[src/rtl/cam16_pkg.sv]
package cam16_pkg;
  // lowest bit of the packed lookup result
  localparam int unsigned RES_LSB = 3;
endpackage

[src/rtl/cam16_lru.sv]
module cam16_lru #(
  parameter int unsigned N_ENTRIES = 16,
  parameter int unsigned IDX_W     = $clog2(N_ENTRIES)
) (
  input  logic                                clk_i,
  input  logic                                rst_ni,
  input  logic                                touch_a_i,
  input  logic [IDX_W-1:0]                    idx_a_i,
  input  logic                                touch_b_i,
  input  logic [IDX_W-1:0]                    idx_b_i,
  output logic [IDX_W-1:0]                    lru_idx_o,
  output logic [N_ENTRIES-1:0][IDX_W-1:0]     order_o
);
  typedef logic [N_ENTRIES-1:0][IDX_W-1:0] order_t;

  order_t order_q, order_a, order_d;

  // pull entry e out of the list and append it at the most-recent end
  function automatic order_t move_mru(order_t o, logic [IDX_W-1:0] e);
    order_t r;
    logic   found;
    found = 1'b0;
    for (int i = 0; i < N_ENTRIES - 1; i++) begin
      if (o[i] == e) found = 1'b1;
      r[i] = found ? o[i+1] : o[i];
    end
    r[N_ENTRIES-1] = e;
    return r;
  endfunction

  always_comb begin
    order_a = touch_a_i ? move_mru(order_q, idx_a_i) : order_q;
    order_d = touch_b_i ? move_mru(order_a, idx_b_i) : order_a;
  end

  always_ff @(posedge clk_i or negedge rst_ni) begin
    if (!rst_ni) begin
      for (int i = 0; i < N_ENTRIES; i++) order_q[i] <= IDX_W'(i);
    end else begin
      order_q <= order_d;
    end
  end

  assign lru_idx_o = order_q[0];
  assign order_o   = order_q;

  logic [N_ENTRIES-1:0] seen;
  always_comb begin
    seen = '0;
    for (int i = 0; i < N_ENTRIES; i++) seen[order_q[i]] = 1'b1;
  end

  // list must stay a permutation of all entries
  p_order_perm_r5: assert property (@(posedge clk_i) disable iff (!rst_ni)
    $countones(seen) == N_ENTRIES);

  p_touch_b_mru_r5: assert property (@(posedge clk_i) disable iff (!rst_ni)
    touch_b_i |=> order_q[N_ENTRIES-1] == $past(idx_b_i));

  p_idle_stable_r5: assert property (@(posedge clk_i) disable iff (!rst_ni)
    (!touch_a_i && !touch_b_i) |=> $stable(order_q));
endmodule

[src/rtl/cam16_match.sv]
module cam16_match #(
  parameter int unsigned N_ENTRIES = 16,
  parameter int unsigned TAG_W     = 32,
  parameter int unsigned IDX_W     = $clog2(N_ENTRIES)
) (
  input  logic                              clk_i,
  input  logic                              rst_ni,
  input  logic [N_ENTRIES-1:0][TAG_W-1:0]   tags_i,
  input  logic [N_ENTRIES-1:0]              valid_i,
  input  logic [TAG_W-1:0]                  key_i,
  output logic                              hit_o,
  output logic [IDX_W-1:0]                  hit_idx_o
);
  logic [N_ENTRIES-1:0] match;

  for (genvar g = 0; g < N_ENTRIES; g++) begin : g_cmp
    assign match[g] = valid_i[g] && (tags_i[g] == key_i);
  end

  // scan downward so the lowest matching entry wins
  always_comb begin
    hit_idx_o = '0;
    for (int i = N_ENTRIES - 1; i >= 0; i--) begin
      if (match[i]) hit_idx_o = IDX_W'(i);
    end
  end

  assign hit_o = |match;

  p_hit_valid_r6: assert property (@(posedge clk_i) disable iff (!rst_ni)
    hit_o |-> valid_i[hit_idx_o] && tags_i[hit_idx_o] == key_i);

  p_lowest_r7: assert property (@(posedge clk_i) disable iff (!rst_ni)
    hit_o |-> (match & ((N_ENTRIES'(1) << hit_idx_o) - N_ENTRIES'(1))) == '0);
endmodule

[src/rtl/cam16.sv]
module cam16
  import cam16_pkg::*;
#(
  parameter int unsigned N_ENTRIES = 16,
  parameter int unsigned TAG_W     = 32,
  parameter int unsigned ST_W      = 4,
  parameter int unsigned RES_W     = 32
) (
  input  logic                          clk_i,
  input  logic                          rst_ni,
  input  logic                          lookup_i,
  input  logic [TAG_W-1:0]              key_i,
  input  logic                          wr_en_i,
  input  logic [$clog2(N_ENTRIES)-1:0]  wr_idx_i,
  input  logic [TAG_W-1:0]              wr_tag_i,
  input  logic [ST_W-1:0]               wr_state_i,
  input  logic                          st_wr_i,
  input  logic [$clog2(N_ENTRIES)-1:0]  st_idx_i,
  input  logic [ST_W-1:0]               st_val_i,
  output logic [RES_W-1:0]              result_o,
  output logic                          result_vld_o
);
  localparam int unsigned IDX_W   = $clog2(N_ENTRIES);
  localparam int unsigned HIT_POS = RES_LSB + IDX_W;
  localparam int unsigned ST_LSB  = HIT_POS + 1;
  localparam int unsigned TOP_LSB = ST_LSB + ST_W;

  logic [N_ENTRIES-1:0][TAG_W-1:0]  tags_q;
  logic [N_ENTRIES-1:0][ST_W-1:0]   state_q;
  logic [N_ENTRIES-1:0]             valid_q;

  for (genvar g = 0; g < N_ENTRIES; g++) begin : g_entry
    always_ff @(posedge clk_i or negedge rst_ni) begin
      if (!rst_ni) begin
        tags_q[g]  <= '0;
        state_q[g] <= '0;
        valid_q[g] <= 1'b0;
      end else if (wr_en_i && wr_idx_i == IDX_W'(g)) begin
        tags_q[g]  <= wr_tag_i;
        state_q[g] <= wr_state_i;
        valid_q[g] <= 1'b1;
      end else if (st_wr_i && st_idx_i == IDX_W'(g)) begin
        state_q[g] <= st_val_i;
      end
    end
  end

  logic             hit;
  logic [IDX_W-1:0] hit_idx;
  logic [IDX_W-1:0] lru_idx;
  logic [N_ENTRIES-1:0][IDX_W-1:0] order;

  cam16_match #(.N_ENTRIES(N_ENTRIES), .TAG_W(TAG_W), .IDX_W(IDX_W)) u_match (
    .clk_i     (clk_i),
    .rst_ni    (rst_ni),
    .tags_i    (tags_q),
    .valid_i   (valid_q),
    .key_i     (key_i),
    .hit_o     (hit),
    .hit_idx_o (hit_idx)
  );

  // hit touch first, write touch second: the written entry ends most recent
  cam16_lru #(.N_ENTRIES(N_ENTRIES), .IDX_W(IDX_W)) u_lru (
    .clk_i     (clk_i),
    .rst_ni    (rst_ni),
    .touch_a_i (lookup_i && hit),
    .idx_a_i   (hit_idx),
    .touch_b_i (wr_en_i),
    .idx_b_i   (wr_idx_i),
    .lru_idx_o (lru_idx),
    .order_o   (order)
  );

  logic [RES_W-1:0] res_d;
  always_comb begin
    res_d = '0;
    res_d[RES_LSB +: IDX_W] = hit ? hit_idx : lru_idx;
    res_d[HIT_POS]          = hit;
    if (hit) res_d[ST_LSB +: ST_W] = state_q[hit_idx];
  end

  always_ff @(posedge clk_i or negedge rst_ni) begin
    if (!rst_ni) begin
      result_o     <= '0;
      result_vld_o <= 1'b0;
    end else begin
      result_vld_o <= lookup_i;
      if (lookup_i) result_o <= res_d;
    end
  end

  p_latency_r2: assert property (@(posedge clk_i) disable iff (!rst_ni)
    lookup_i |=> result_vld_o);

  p_zero_bits_r2: assert property (@(posedge clk_i) disable iff (!rst_ni)
    result_o[RES_LSB-1:0] == '0 && result_o[RES_W-1:TOP_LSB] == '0);

  p_miss_state_r3: assert property (@(posedge clk_i) disable iff (!rst_ni)
    (result_vld_o && !result_o[HIT_POS]) |-> result_o[ST_LSB +: ST_W] == '0);

  p_miss_order_r5: assert property (@(posedge clk_i) disable iff (!rst_ni)
    (lookup_i && !hit && !wr_en_i) |=> $stable(order));

  p_state_wr_order_r9: assert property (@(posedge clk_i) disable iff (!rst_ni)
    (st_wr_i && !wr_en_i && !lookup_i) |=> $stable(order) && $stable(tags_q));

  p_hold_r10: assert property (@(posedge clk_i) disable iff (!rst_ni)
    !lookup_i |=> !result_vld_o && $stable(result_o));
endmodule

[config.mk]
export PLATFORM = sky130hd
export DESIGN_NAME = cam16
export DESIGN_NICKNAME = d
export VERILOG_FILES = /design/src/rtl/cam16_pkg.sv /design/src/rtl/cam16_lru.sv /design/src/rtl/cam16_match.sv /design/src/rtl/cam16.sv
export SDC_FILE = /design/constraint.sdc
export NUM_CORES = 2
export LEC_CHECK = 0
export BUFFER_PORTS_ARGS = -buffer_cell sky130_fd_sc_hd__buf_2
export CELL_PAD_IN_SITES_DETAIL_PLACEMENT = 1
export CELL_PAD_IN_SITES_GLOBAL_PLACEMENT = 2
export CORE_ASPECT_RATIO = 0.6
export CORE_MARGIN = 2
export CORE_UTILIZATION = 39
export CTS_CLUSTER_DIAMETER = 80
export CTS_CLUSTER_SIZE = 20
export DETAILED_ROUTE_END_ITERATION = 10
export HOLD_SLACK_MARGIN = 0.12
export PLACE_DENSITY = 0.8
export REMOVE_ABC_BUFFERS = 1
export SLEW_MARGIN = 20
export SYNTH_ARGS = -nofsm -noshare
export SYNTH_HDL_FRONTEND = slang
export SYNTH_HIERARCHICAL = 1
export SYNTH_SLANG_ARGS = --single-unit
[constraint.sdc]
create_clock -name clk_i -period 6.68 [get_ports clk_i]
set_input_delay 1.002 -clock clk_i [delete_from_list [all_inputs] [get_ports clk_i]]
set_output_delay 1.002 -clock clk_i [all_outputs]
set_load 0.03 [all_outputs]
* Word level (Yosys, flattened, before mapping) *
Cells that the tools add are included.

cells by class
  $lt $le $gt $ge = 1
  equality and inequality tests = 76
  muxes and demuxes = 114
  reduce and logical (&&, ||, !) cells = 68

operators by type and width
  kind                number
  $eq 32x32->1        16
  $mux 4              81
  $mux 64             2
  $eq 4x4->1          30
  $eq 4x4->1 const B  16
  $logic_and 1x1->1   49
  $eq 4x3->1 const B  8
  $reduce_bool 2->1   16
  $mux 1              30
  $bmux 4 s4          1
  $eq 4x2->1 const B  4
  $reduce_or 16->1    1
  $eq 4x1->1 const B  2
  $logic_not 4->1     2
  $lt 4x5->1 const B  1

word-level totals
  flip-flop bits (word level) = 666
  bits of input ports = 85
  output and inout bits = 33
  word-level logic and storage cells = 325

* Logic depth before layout (Yosys ltp) *
  depth after elaboration = 54
  mapped depth = 28
  depth with buffers taken out = 21

* By module *
The synthesis kept the hierarchy.

modules (own cells, without submodules)
  module       instances  cells each  area each (um^2)  seq. area each (um^2)
  cam16        1          1570        23752.8           15064.4
  cam16_match  1          792         6247.2            0.0
  cam16_lru    1          713         5953.2            1641.6

* Worst setup path after synthesis *
No wires, ideal clock.

  path kind = in2reg
  from = input key_i[13]
  to = register u_lru.order_q, in the netlist u_lru/order_o[43]
  setup time = 0.105 ns
  arrival time = 6.030 ns
  data required time = 6.575 ns
  setup slack = 0.545 ns
  stages on the path = 26
  buffers on the path = 5
  cell sequence = buf_2 -> buf_2 -> xnor2_1 -> nand4_1 -> nor4_1 -> nand4_1 -> or4_1 -> nand4_1 -> nor2_1 -> nand2_1 -> clkbuf_1 -> nand2_1 -> inv_1 -> inv_1 -> nor4_2 -> nand2_1 -> buf_2 -> and4_1 -> buf_6 -> a222oi_1 -> nor2_1 -> or4_4 -> nand3_2 -> or2_4 -> mux2_4 -> a222oi_1

RTL lines
  element               RTL line         RTL
  from (decl)           cam16.sv:12      input logic [TAG_W-1:0] key_i,
  to (signal assigned)  cam16_lru.sv:40  order_q <= order_d;
  to (decl)             cam16_lru.sv:16  order_t order_q, order_a, order_d;

==> flow_summary.toml <==
[place]
dp_hpwl_mm = 91.5
dpl.cell_count = 4461
place.gp.congestion = 0.897
portBuffers = 94

[global_route]
grt_pass1_wl_mm = 193
grt_usage = 0.275
grt_max_degree = 156
grt_pass1_vias = 27900
antenna_found_initial = 14
gr-total-overflow = 0

[outcome]
status = "completed"

[yosys]
synth_cells = 3071
synth_area_um2 = 35900
synth.avg_cell_area_um2 = 11.7
yosys_warnings = 6

[routing]
drtIter0Drc = 2552
drc = 0
first_pass_iters = 6
vias = 26400
wirelength_mm = 132
avgRoutedWirePerCell_um = 29.1
via_per_inst = 5.84
postRouteAntennaNets = 0

[worst_setup_path]
crit_path_start_kind = "input port"
worstPathArrival_ns = 7.10
required_ns = 7.15
crit_fanout = 15
path_class = "in2reg"
critPathCaptureType = "register"

[final_layout]
stdcell_count = 4521
layout-drive-gt1-share = 0.326
fin_nets = 3363
syn_to_final_growth_pct = 12.8
fill_cells = 9616

[clock_network]
cts.sinks = 666
cts_tree = "done"
cts_buffer_depth = 3
numCtsBuffers = 40
hold_buffers = 0
clkTransAtPathRegs_ns = 0.08
h-tree-depth = 2
clk_latency_ns = 0.67
root_buffer = "clkbuf_16"

[die]
dieWidth_um = 396
core_um2 = 91600
dieArea_um2 = 94600
die_h_um = 239
start_util = 0.392
num_rows = 86
ios = 118

[pwr]
ir_drop_mv = 0.213
power.leakage_nw = 16.8
powerDensity_nw_per_um2 = 321

[run]
cap_violations = 0

[min_path]
holdCritPathClass = "in2async"

[sta]
fmax_mhz = 151
period_needed_ns = 6.63
finClkSkew_ns = 0.0656
hold_ws_ns = 0.388
slew_viol_final = 0
finalHoldViolations = 0
period_share = 0.993
setup_viol = 0
relSlewSlack = 0.283
tightestPinTransition_ns = 1.07
## metal layers
| layer | global-route usage | up-vias | routed length, um |
|---|---|---|---|
| li1 | - | 11100 | - |
| met1 | 0.418 | 14100 | 62100 |
| met2 | 0.403 | 1014 | 56000 |
| met3 | 0.0459 | 159 | 10400 |
| met4 | 0.0726 | 0 | 3160 |
| met5 | 0 | - | 0 |
## critical path: stages
cell and delay, ns:
buf_2 0.15, buf_4 0.19, buf_4 0.16, xnor2_1 0.20, nand4_1 0.14, nor4_2 0.34, buf_4 0.25, nand4_1 0.25
or4_4 0.64, buf_4 0.18, o2111ai_2 0.18, o21ai_4 0.09, buf_12 0.15, xor2_1 0.21, nor4_1 0.08, buf_4 0.15
o41ai_4 0.34, nand4_1 0.17, buf_4 0.24, or4_1 0.54, nand3_1 0.14, o41a_1 0.17, o211ai_2 0.19, nor4b_4 0.40
mux2i_2 0.37, a221oi_1 0.14
## power by group
group / leakage, nW / total (mW) / internal, mW / switching [mW]
clock network: 0.547 / 2.62 / 1.12 / 1.50
registers: 7.99 / 6.22 / 5.14 / 1.08
logic: 8.25 / 4.16 / 2.08 / 2.09
## flip-flops by register name (all words and copies together) (netlist names)
| register | flops |
|---|---|
| result_vld_o | 1 |
| u_lru/lru_idx_o | 4 |
| result_o | 9 |
| state_q | 64 |
| tags_q | 512 |
| valid_q | 16 |
| u_lru/order_o | 60 |
## through the flow
stage	util	TNS [ns]	area (um^2)	power [mW]	setup slack [ns]
floorplan	-	-29.42	34600	8.60	-0.948
global placement	0.426	-37.63	39000	9.99	-0.929
detailed placement	0.426	-46.21	39000	10.3	-1.11
CTS	0.439	0	40200	12.9	0.0199
global route	0.442	-0.388	40500	13.6	-0.121
finish	0.442	0	40500	13.0	0.0482
## layout make-up
type | count | area, um^2 | area share
multi-input combinational | 2141 | 18100 | 0.446
sequential | 666 | 16700 | 0.412
timing repair buffer | 375 | 2870 | 0.0708
tap | 1232 | 1540 | 0.0380
clock buffer | 44 | 1030 | 0.0253
inverter | 54 | 203 | 0.00500
clock inverter | 7 | 108 | 0.00266
antenna | 2 | 5.00 | 0.000124
## worst paths after layout
path | endpoint | slack (ns) | start | cells after the start
max in group asynchronous | u_lru/order_o[15] | 4.80 | rst_ni | 2
worst max-delay path | u_lru/order_o[56] | 0.05 | key_i[7] | 26
min in group clk_i | valid_q[11] | 0.47 | valid_q[11] | 1
worst min-delay path | tags_q[452] | 0.39 | rst_ni | 1
worst min register to register | valid_q[11] | 0.47 | valid_q[11] | 1
worst max register to register | u_lru/order_o[40] | 0.17 | tags_q[384] | 23
## timing repair
action | in CTS | in global routing
buffers inserted | 0 | 6
gates resized for setup | 4 | 41
setup endpoints to repair | 49 | 48
cloned | 0 | 1
pin swaps | 1 | 16
## placed cells by master, fill, tap and decap left out, drive strengths merged, types with 8 or more instances in the layout
cell,instances
clkbuf,44
buf,375
o31ai,10
inv,54
xor2,158
a21oi,99
nand3,43
mux4,9
dfrtp,634
a31oi,9
nor2,137
nand2,95
a22oi,12
nor4,58
nand2b,15
and2,8
dfstp,32
or4,14
nor3,30
and3,9
nand4,118
conb,23
mux2i,110
o211ai,8
o21ai,31
nand3b,9
mux2,523
o221a,8
xnor2,446
or2,30
o22ai,39
No activity file was read; power rests on OpenSTA's default activity.
